<file path="src/rtl/dpfv_pkg.sv">
package dpfv_pkg;

   localparam int unsigned CRC_W = 16;

   typedef enum logic {
      RX_SEARCH  = 1'b0,
      RX_CAPTURE = 1'b1
   } rx_state_e;

   // One MSB-first step of a 16-bit CRC shift register
   function automatic logic [CRC_W-1:0] crc_step(
      input logic [CRC_W-1:0] cur,
      input logic             din,
      input logic [CRC_W-1:0] poly
   );
      logic fb;
      fb = cur[CRC_W-1] ^ din;
      return {cur[CRC_W-2:0], 1'b0} ^ (fb ? poly : '0);
   endfunction

endpackage

</file>
<file path="src/rtl/dpfv_phase_split.sv">
module dpfv_phase_split (
   input  logic       clk,
   input  logic       rst_n,
   output logic [1:0] take
);
   logic odd_q;

   always_ff @(posedge clk) begin
      if (!rst_n) odd_q <= 1'b0;
      else        odd_q <= ~odd_q;
   end

   assign take[0] = ~odd_q;
   assign take[1] = odd_q;

   // a stream-A sample is always followed by a stream-B sample
   assert_alternate_R2: assert property (@(posedge clk) disable iff (!rst_n)
      take[0] |=> take[1]);

endmodule

</file>
<file path="src/rtl/dpfv_stream_rx.sv">
module dpfv_stream_rx
   import dpfv_pkg::*;
#(
   parameter int unsigned            SYNC_W   = 32,
   parameter logic [SYNC_W-1:0]      SYNC_PAT = 32'hB5C3_96E1,
   parameter int unsigned            PAY_W    = 152,
   parameter logic [CRC_W-1:0]       CRC_POLY = 16'h1021,
   parameter logic [CRC_W-1:0]       CRC_INIT = 16'hFFFF
) (
   input  logic             clk,
   input  logic             rst_n,
   input  logic             take,
   input  logic             bit_in,
   output logic             hit,
   output logic             done,
   output logic             crc_ok,
   output logic [PAY_W-1:0] pay
);
   localparam int unsigned BODY_W = PAY_W + CRC_W;
   localparam int unsigned CNT_W  = $clog2(BODY_W + 1);
   localparam logic [CNT_W-1:0] CNT_PAY = CNT_W'(PAY_W);
   localparam logic [CNT_W-1:0] CNT_END = CNT_W'(BODY_W - 1);

   rx_state_e         st;
   logic [SYNC_W-1:0] sh;
   logic [CNT_W-1:0]  cnt;
   logic [CRC_W-1:0]  crc_c;
   logic [CRC_W-1:0]  crc_r;

   logic [SYNC_W-1:0] sh_nx;
   logic [CRC_W-1:0]  crc_r_nx;
   assign sh_nx    = {sh[SYNC_W-2:0], bit_in};
   assign crc_r_nx = {crc_r[CRC_W-2:0], bit_in};

   always_ff @(posedge clk) begin
      if (!rst_n) begin
         st     <= RX_SEARCH;
         sh     <= '0;
         cnt    <= '0;
         crc_c  <= CRC_INIT;
         crc_r  <= '0;
         pay    <= '0;
         hit    <= 1'b0;
         done   <= 1'b0;
         crc_ok <= 1'b0;
      end else begin
         hit  <= 1'b0;
         done <= 1'b0;
         if (take) begin
            if (st == RX_SEARCH) begin
               if (sh_nx == SYNC_PAT) begin
                  st    <= RX_CAPTURE;
                  sh    <= '0;
                  cnt   <= '0;
                  crc_c <= CRC_INIT;
                  hit   <= 1'b1;
               end else begin
                  sh <= sh_nx;
               end
            end else begin
               cnt <= cnt + CNT_W'(1);
               if (cnt < CNT_PAY) begin
                  pay   <= {pay[PAY_W-2:0], bit_in};
                  crc_c <= crc_step(crc_c, bit_in, CRC_POLY);
               end else begin
                  crc_r <= crc_r_nx;
               end
               if (cnt == CNT_END) begin
                  st     <= RX_SEARCH;
                  done   <= 1'b1;
                  crc_ok <= (crc_r_nx == crc_c);
               end
            end
         end
      end
   end

   // a completion only follows a capture in progress
   assert_done_after_capture_R4: assert property (@(posedge clk) disable iff (!rst_n)
      done |-> $past(st == RX_CAPTURE));

   // a capture that just started is not restarted by a second match
   assert_no_rehit_R4: assert property (@(posedge clk) disable iff (!rst_n)
      hit |=> !hit);

endmodule

</file>
<file path="src/rtl/dpfv_arbiter.sv">
module dpfv_arbiter #(
   parameter int unsigned PAY_W = 152,
   parameter int unsigned WIN   = 4
) (
   input  logic             clk,
   input  logic             rst_n,
   input  logic [1:0]       hit,
   input  logic [1:0]       done,
   input  logic [1:0]       ok,
   input  logic [PAY_W-1:0] pay_a,
   input  logic [PAY_W-1:0] pay_b,
   output logic             sync_trig,
   output logic             frame_valid,
   output logic             frame_bad,
   output logic [PAY_W-1:0] payload,
   output logic             sel_phase
);
   localparam int unsigned WC_W = $clog2(WIN + 1);

   logic [1:0]      pend;
   logic [1:0]      dn;
   logic [1:0]      okl;
   logic [WC_W-1:0] win;

   logic       idle;
   logic [1:0] dn_nx;
   logic [1:0] ok_nx;
   logic       ready;

   assign idle      = (pend == 2'b00);
   assign sync_trig = idle & (|hit);
   assign dn_nx     = dn  | (done & pend);
   assign ok_nx     = okl | (done & pend & ok);
   assign ready     = !idle && ((win == '0) || (pend == 2'b11)) && ((dn_nx & pend) == pend);

   always_ff @(posedge clk) begin
      if (!rst_n) begin
         pend        <= '0;
         dn          <= '0;
         okl         <= '0;
         win         <= '0;
         frame_valid <= 1'b0;
         frame_bad   <= 1'b0;
         payload     <= '0;
         sel_phase   <= 1'b0;
      end else begin
         frame_valid <= 1'b0;
         frame_bad   <= 1'b0;
         if (idle) begin
            if (|hit) begin
               pend <= hit;
               dn   <= '0;
               okl  <= '0;
               win  <= (hit == 2'b11) ? '0 : WC_W'(WIN);
            end
         end else if (ready) begin
            pend <= '0;
            win  <= '0;
            if (ok_nx == 2'b11) begin
               if (pay_a == pay_b) begin
                  frame_valid <= 1'b1;
                  payload     <= pay_a;
                  sel_phase   <= 1'b0;
               end else begin
                  frame_bad <= 1'b1;
               end
            end else if (ok_nx[0]) begin
               frame_valid <= 1'b1;
               payload     <= pay_a;
               sel_phase   <= 1'b0;
            end else if (ok_nx[1]) begin
               frame_valid <= 1'b1;
               payload     <= pay_b;
               sel_phase   <= 1'b1;
            end else begin
               frame_bad <= 1'b1;
            end
         end else begin
            dn  <= dn_nx;
            okl <= ok_nx;
            if (win != '0) begin
               win  <= win - WC_W'(1);
               pend <= pend | hit;
            end
         end
      end
   end

   assert_single_verdict_R12: assert property (@(posedge clk) disable iff (!rst_n)
      !(frame_valid && frame_bad));

   assert_valid_pulse_R12: assert property (@(posedge clk) disable iff (!rst_n)
      frame_valid |=> !frame_valid);

   // once the window has closed, no new stream joins the frame
   assert_window_closed_R10: assert property (@(posedge clk) disable iff (!rst_n)
      (!idle && win == '0) |=> (pend == 2'b00 || $stable(pend)));

   assert_trig_opens_R3: assert property (@(posedge clk) disable iff (!rst_n)
      sync_trig |=> (pend != 2'b00));

   // payload only moves together with an accept pulse
   assert_payload_hold_R12: assert property (@(posedge clk) disable iff (!rst_n)
      !frame_valid |-> $stable(payload));

endmodule

</file>
<file path="src/rtl/dual_phase_frame_validator.sv">
module dual_phase_frame_validator
   import dpfv_pkg::*;
#(
   parameter int unsigned        SYNC_W   = 32,
   parameter logic [SYNC_W-1:0]  SYNC_PAT = 32'hB5C3_96E1,
   parameter int unsigned        PAY_W    = 152,
   parameter logic [CRC_W-1:0]   CRC_POLY = 16'h1021,
   parameter logic [CRC_W-1:0]   CRC_INIT = 16'hFFFF,
   parameter int unsigned        WIN_BITS = 2
) (
   input  logic             clk,
   input  logic             rst_n,
   input  logic             line_smp,
   output logic             sync_trig,
   output logic             frame_valid,
   output logic             frame_bad,
   output logic [PAY_W-1:0] payload,
   output logic             sel_phase
);
   localparam int unsigned N_PH = 2;
   localparam int unsigned WIN  = WIN_BITS * N_PH;

   if (SYNC_W < 2 || PAY_W < 2 || WIN_BITS < 1) begin : g_param_check
      $error("dual_phase_frame_validator: SYNC_W and PAY_W must be >= 2, WIN_BITS >= 1");
   end

   logic [N_PH-1:0] take;
   logic [N_PH-1:0] hit;
   logic [N_PH-1:0] done;
   logic [N_PH-1:0] ok;
   logic [PAY_W-1:0] pay_s [N_PH];

   dpfv_phase_split u_split (
      .clk   (clk),
      .rst_n (rst_n),
      .take  (take)
   );

   for (genvar p = 0; p < N_PH; p++) begin : g_phase
      dpfv_stream_rx #(
         .SYNC_W   (SYNC_W),
         .SYNC_PAT (SYNC_PAT),
         .PAY_W    (PAY_W),
         .CRC_POLY (CRC_POLY),
         .CRC_INIT (CRC_INIT)
      ) u_rx (
         .clk    (clk),
         .rst_n  (rst_n),
         .take   (take[p]),
         .bit_in (line_smp),
         .hit    (hit[p]),
         .done   (done[p]),
         .crc_ok (ok[p]),
         .pay    (pay_s[p])
      );
   end

   dpfv_arbiter #(
      .PAY_W (PAY_W),
      .WIN   (WIN)
   ) u_arb (
      .clk         (clk),
      .rst_n       (rst_n),
      .hit         (hit),
      .done        (done),
      .ok          (ok),
      .pay_a       (pay_s[0]),
      .pay_b       (pay_s[1]),
      .sync_trig   (sync_trig),
      .frame_valid (frame_valid),
      .frame_bad   (frame_bad),
      .payload     (payload),
      .sel_phase   (sel_phase)
   );

endmodule

</file>
<file path="config.mk">
export PLATFORM = sky130hd
export DESIGN_NAME = dual_phase_frame_validator
export DESIGN_NICKNAME = d
export VERILOG_FILES = /design/src/rtl/dpfv_pkg.sv /design/src/rtl/dpfv_phase_split.sv /design/src/rtl/dpfv_stream_rx.sv /design/src/rtl/dpfv_arbiter.sv /design/src/rtl/dual_phase_frame_validator.sv
export SDC_FILE = /design/constraint.sdc
export NUM_CORES = 1
export LEC_CHECK = 0
export ABC_AREA = 1
export BUFFER_PORTS_ARGS = -buffer_cell sky130_fd_sc_hd__buf_2
export CELL_PAD_IN_SITES_DETAIL_PLACEMENT = 0
export CELL_PAD_IN_SITES_GLOBAL_PLACEMENT = 2
export CORE_UTILIZATION = 36
export CTS_BUF_LIST = sky130_fd_sc_hd__clkbuf_4 sky130_fd_sc_hd__clkbuf_8
export DETAILED_ROUTE_END_ITERATION = 10
export PLACE_DENSITY_LB_ADDON = 0.15
export RECOVER_POWER = 100
export SYNTH_ARGS = -nofsm -noshare
export SYNTH_HDL_FRONTEND = slang
export SYNTH_SLANG_ARGS = --single-unit
</file>
<file path="constraint.sdc">
create_clock -name clk -period 2.1 [get_ports clk]
set_input_delay 0.315 -clock clk [delete_from_list [all_inputs] [get_ports clk]]
set_output_delay 0.315 -clock clk [all_outputs]
set_load 0.02 [all_outputs]
</file>
=== Word-level counts from Yosys, hierarchy flattened ===
Cells that the tools add are included.
Widths: inputs -> output; s select.

* Register bits: 617
* Bits in latches: 0
* Bits in writable memories: 0
* ROM bits: 0
* Output and inout port bits: 156
* Word-level logic and storage cells: 151
* Memories kept: 0

* $add $sub $neg: 3
* $mul: 0
* Div/mod/pow operators: 0
* Magnitude comparators: 2
* Equality and inequality tests: 16
* Shifts and indexed selects: 0
* Multiplexer cells: 52
* Bitwise gates (word level): 19
* Reduce and logical (&&, ||, !) cells: 32

{| class="wikitable"
|+ Operator list
! cell !! count
|-
| $mux 152 || 4
|-
| $eq 152x152->1 || 1
|-
| $mux 16 || 6
|-
| $eq 32x32->1 const B || 2
|-
| $mux 31 || 2
|-
| $eq 16x16->1 || 2
|-
| $mux 8 || 4
|-
| $xor 16x16->16 || 2
|-
| $reduce_and 3->1 || 9
|-
| $mux 13 || 2
|-
| $mux 1 || 20
|-
| $mux 2 || 9
|-
| $add 8x1->8 const B || 2
|-
| $eq 8x8->1 const B || 2
|-
| $lt 8x8->1 const B || 2
|-
| $mux 3 || 5
|-
| $reduce_and 2->1 || 6
|-
| $reduce_or 3->1 || 4
|-
| $reduce_bool 3->1 || 3
|-
| $ne 2x2->1 const B || 4
|-
| $not 1->1 || 8
|-
| $and 2x2->2 || 3
|-
| $eq 2x2->1 const B || 3
|-
| $or 2x2->2 || 3
|-
| other kinds (13) || 16
|}

=== Longest topological paths before layout ===
* Word-level depth: 7
* Gate-level depth with buffers: 18

=== Cells and area by module ===
Synthesis repeated with hierarchy kept, for this count alone.

* Cell total of the unflattened synthesis: 4174
* Area, all modules: 28060.7 um2

{| class="wikitable"
|+ Modules (own cells, without submodules)
! module !! times used !! cells an instance !! area an instance (um2) !! sequential area each (um2)
|-
| dpfv_stream_rx || 2 || 1108 || 8610.8 || 4524.3
|-
| dpfv_arbiter || 1 || 1953 || 10797.9 || 3283.1
|-
| dpfv_phase_split || 1 || 5 || 41.3 || 20.0
|}

=== Worst setup path before layout ===
No wires, ideal clock.

* Kind: reg2reg
* Start point: reg g_phase[0].u_rx.pay[33]
* End point: reg u_arb.payload[0]
* Library setup time: 0.113 ns
* Data arrival time: 1.694 ns
* Data required time: 1.987 ns
* Setup slack: 0.294 ns
* Stages on the path, launching flop included: 16
* Path buffers: 3
* Path through: dfxtp_1 xnor2_1 nand2_1 nor2_1 nand2_1 nor2_1 nand2_1 nor2_1 nand3_1 nand2_1 nand3_1 buf_2 buf_2 buf_2 nor2_1 nor2_1

* Cells in the longest elaborated chain, start to end: 3

{| class="wikitable"
|+ Ends and longest elaborated chain
! what !! line !! source
|-
| from (decl) || dpfv_stream_rx.sv:17 || <nowiki>output logic [PAY_W-1:0] pay</nowiki>
|-
| from (signal assigned) || dpfv_stream_rx.sv:63 || <nowiki>pay <= {pay[PAY_W-2:0], bit_in};</nowiki>
|-
| $eq 152x152->1 || dpfv_arbiter.sv:60 || <nowiki>if (pay_a == pay_b) begin</nowiki>
|-
| $ne 2x2->1 (no line) || n/a ||
|-
| $reduce_and 4->1 (no line) || n/a ||
|-
| to (signal assigned) || dpfv_arbiter.sv:62 || <nowiki>payload <= pay_a;</nowiki>
|-
| to (signal assigned) || dpfv_arbiter.sv:69 || <nowiki>payload <= pay_a;</nowiki>
|-
| to (signal assigned) || dpfv_arbiter.sv:73 || <nowiki>payload <= pay_b;</nowiki>
|-
| to (decl) || dpfv_arbiter.sv:15 || <nowiki>output logic [PAY_W-1:0] payload,</nowiki>
|}

No other way between the ends.
A chain may end at the register's enable or synchronous reset.

=== Worst setup path after layout ===
* Start point: reg g_phase[1].u_rx.pay[134]
* End point: reg u_arb.payload[127]

* Cells in the longest elaborated chain, start to end: 3

{| class="wikitable"
|+ Ends and longest elaborated chain
! what !! line
|-
| from (decl) || dpfv_stream_rx.sv:17
|-
| from (signal assigned) || dpfv_stream_rx.sv:63
|-
| $eq 152x152->1 || dpfv_arbiter.sv:60
|-
| $ne 2x2->1 (no line) || n/a
|-
| $reduce_and 4->1 (no line) || n/a
|}

No other way between the ends.

==> impl_metrics.csv <==
group,metric,value,unit
clock_tree,numCtsBuffers,115,
cells_and_area,multi_input_area,12050,um2
detailed_routing,via_per_inst,4.620,
timing,setup_violations,167,
yosys,ys_warn_count,0,
yosys,synth_mux_area_share,0,%
critical_path,worstSetupStartpointType,"flop",
floorplanning,die_y,273.3,um
floorplanning,io_pins,159,
power,p_leak,15.44,nW
detailed_routing,vias,24200,
floorplanning,die_x,273.3,um
cells_and_area,stdcell_area,33600,um2
critical_path,critical_path.max_fanout,7,
cells_and_area,fill_cells,7482,
min_path,hp-class,"flop to flop",
clock_tree,clock_latency,0.72,ns
detailed_routing,post-route-drc-count,0,
cells_and_area,layout-drive-gt1-share,16.67,%
power,switching_share,22.39,%
outcome,status,"complete, but fails checks",
grt,first_global_vias,23360,
critical_path,rrSetupSlack,-0.15,ns
grt,globalRoute.totalOverflow,0,
floorplanning,fp.coreArea,72960,um2
grt,grt_max_degree,117,
timing,period_minus_slack,2.250,ns
power,intPower,18.99,mW
power,pwr_density_cell,728.4,nW/um2
cells_and_area,area_growth,26.77,%
yosys,ys_ff_latch,617,
clock_tree,cts_tree,"built",
critical_path,required,2.74,ns
floorplanning,start_util,36.32,%
timing,fmax,444.4,MHz
yosys,syn_area_per_cell,7.031,um2
timing,rsz0062_at_grt,"true",
power,power.clock.fraction,49.7,%
yosys,synthAdderAreaFrac,0.1888,%
grt,grt_pass1_wl,115.3,mm
timing,hold_slack,0.4584,ns
yosys,yosys.area_share.simple,21.69,%
cells_and_area,layout_common_cells,"693 x nand2_1, 599 x dfxtp_1, 594 x nor2_1",
detailed_routing,wl_per_cell,13.68,um
floorplanning,dieArea,74700,um2
timing,relSlewSlack,54.90,%
timing,setup_ws,-0.1504,ns
clock_tree,clk_pin_slew,0.06,ns
clock_tree,cts_buffer_depth,3,
power,vdd.ir_drop.worst,449.7,uV
place,place_hpwl,45.26,mm
yosys,synth_top_family_by_area,"simple AND/OR/NAND/NOR gates",
job,cap_violations,0,
yosys,seq_area_frac_synth,46.61,%
timing,skew,0.02741,ns
outcome,violations,"setup timing",
cells_and_area,register_area,12370,um2
place,dpl_cell_area,30630,um2
clock_tree,root_buffer,"clkbuf_8",
grt,antenna_found_initial,1,
detailed_routing,routed_wl,71.67,mm
grt,busiest_layer,"met2",
yosys,synth-compound-area-share,16.99,%
grt,use_met1,24.39,%
yosys,synth_xor_area_share,5.056,%
critical_path,crit_type,"flop to flop",
place,io_buffers,158,
timing,fin_tns_setup,-9.073,ns
detailed_routing,drt_pass1_iterations,5,
cells_and_area,finalNetCount,4197,
cells_and_area,final_util,46.05,%
timing,worst_slew_pin_slew,0.6766,ns
yosys,synth.distinct_cells,31,
critical_path,crit_path_end_kind,"flop",
power,seqPwrFrac,48.4,%
critical_path,cp.arrival,2.89,ns
place,gp_congestion,0.7869,
cells_and_area,mostFrequentLayoutCell,"nand2_1",
power,power,24.47,mW
power,comb_power_share,1.9,%
timing,hold_violations,0,
detailed_routing,drtIter0Drc,1309,
yosys,syn_nets,3776,
timing,period_share,107.2,%
yosys,syn_inst,3769,
min_path,whs_path_depth,2,
critical_path,rr_worst_depth,17,
grt,use_met3,3.447,%
floorplanning,rows,99,
power,power.switching,5.480,mW
detailed_routing,ant_nets,0,
yosys,syn_area,26500,um2
timing,drv_slew,0,
clock_tree,htreeDepth,3,
clock_tree,clkSinkCount,617,
grt,track_usage,18.48,%
grt,met2_usage,30.45,%
sequential cells by signal (all words and copies together) (netlist names):
signal,flops
g_phase.u_rx.st,2
u_arb.frame_bad,1
g_phase.u_rx.crc_r,30
g_phase.u_rx.done,2
u_arb.payload,152
g_phase.u_rx.crc_c,32
g_phase.u_rx.hit,2
u_arb.win,3
u_arb.sel_phase,1
g_phase.u_rx.crc_ok,2
u_arb.frame_valid,1
g_phase.u_rx.sh,62
u_split.odd_q,1
u_arb.pend,2
u_arb.okl,2
u_arb.dn,2
g_phase.u_rx.pay,304
g_phase.u_rx.cnt,16
critical path: stages (launching register included):
cell,delay [ns]
dfxtp_1,0.35
inv_1,0.06
nand2_1,0.06
nand2_1,0.05
nor2_1,0.11
nand2_1,0.10
nor2_4,0.15
nand3_2,0.16
nor2_4,0.14
nand3_2,0.09
nand2_2,0.10
nand3_4,0.12
buf_12,0.16
clkbuf_16,0.17
clkbuf_16,0.17
nand2_1,0.05
nand2_1,0.04
nor2_1,0.09
power by group through the flow:
| stage | sequential (mW) | clock [mW] | combinational, mW |
|---|---|---|---|
| final | 11.9 | 12.2 | 0.459 |
| after CTS | 11.8 | 12.6 | 0.466 |
| after detailed placement | 12.1 | 0 | 0.462 |
| after global placement | 12.1 | 0 | 0.452 |
| after global routing | 11.9 | 13.2 | 0.517 |
| after floorplan | 12.1 | 0 | 0.335 |
repair_timing:
action	CTS	global route
hold buffers	2	0
hold endpoints to repair	20	0
pin swaps	3	13
setup buffers	0	3
setup endpoints to repair	155	157
resized for setup	39	123
cloned	0	15
metal layers:
layer  part of all wire [%]  vias to the layer above  wire length (um)
li1                       -                    12750                 -
met1                     49                    10990             34910
met2                     45                      334             32330
met3                    3.9                      122              2769
met4                    2.3                        0              1658
met5                      0                        -                 0
cell families after synthesis:
logic type,Yosys count
flops,617
compound gates,873
buf+inv,640
xor+xnor,153
fa+ha+maj,4
simple gates,1482
Yosys cell counts:
cell / n / area (um2)
nand3_1: 34 / 170.2
buf_6: 9 / 101.4
xor2_1: 28 / 245.2
o2111ai_1: 2 / 17.52
a221oi_1: 2 / 17.52
nand4_1: 30 / 187.7
o31ai_1: 1 / 7.510
nand2_1: 734 / 2755
a21boi_0: 1 / 7.510
a2bb2oi_1: 2 / 17.52
ha_1: 4 / 50.05
o21ai_0: 522 / 2613
buf_2: 32 / 160.2
or2_2: 9 / 56.30
nor3_1: 7 / 35.03
nor2_1: 656 / 2462
buf_1: 5 / 18.77
a211oi_1: 22 / 165.2
clkinv_1: 1 / 3.750
xnor2_1: 125 / 1095
o41ai_1: 1 / 8.760
inv_1: 410 / 1539
and3_1: 1 / 6.260
clkbuf_1: 178 / 668.1
dfxtp_1: 617 / 12350
inv_2: 5 / 18.77
o22ai_1: 37 / 231.5
nor2_4: 1 / 11.26
nor3b_1: 1 / 7.510
a21oi_1: 283 / 1416
nor4_1: 9 / 56.30
final timing paths:
check / startpoint / endpoint
max reg2reg: g_phase[1].u_rx.pay[134]$_SDFFE_PN0P_ / u_arb.payload[127]$_SDFFE_PN0P_
min: g_phase[1].u_rx.crc_ok$_SDFFE_PN0P_ / g_phase[1].u_rx.crc_ok$_SDFFE_PN0P_
max: g_phase[1].u_rx.pay[134]$_SDFFE_PN0P_ / u_arb.payload[127]$_SDFFE_PN0P_
min reg2reg: g_phase[1].u_rx.crc_ok$_SDFFE_PN0P_ / g_phase[1].u_rx.crc_ok$_SDFFE_PN0P_
stage by stage:
| step | worst slack (ns) | std cells |
|---|---|---|
| after floorplan | 0.2936 | 3769 |
| after global placement | -0.3382 | 5012 |
| after detailed placement | -0.3703 | 5012 |
| after CTS | -0.1206 | 5218 |
| after global routing | -0.3291 | 5237 |
| final | -0.1504 | 5238 |
layout make-up:
| type | count | share of cell area (%) |
|---|---|---|
| well taps | 959 | 3.572 |
| flip-flops and latches | 617 | 36.83 |
| clock buffers | 193 | 7.087 |
| inverters | 416 | 4.655 |
| diodes | 2 | 0.01490 |
| repair buffers | 528 | 11.77 |
| multi-input cells | 2512 | 35.85 |
| clock inverters | 11 | 0.2123 |
Note: power is estimated with default switching activity, not from simulation.
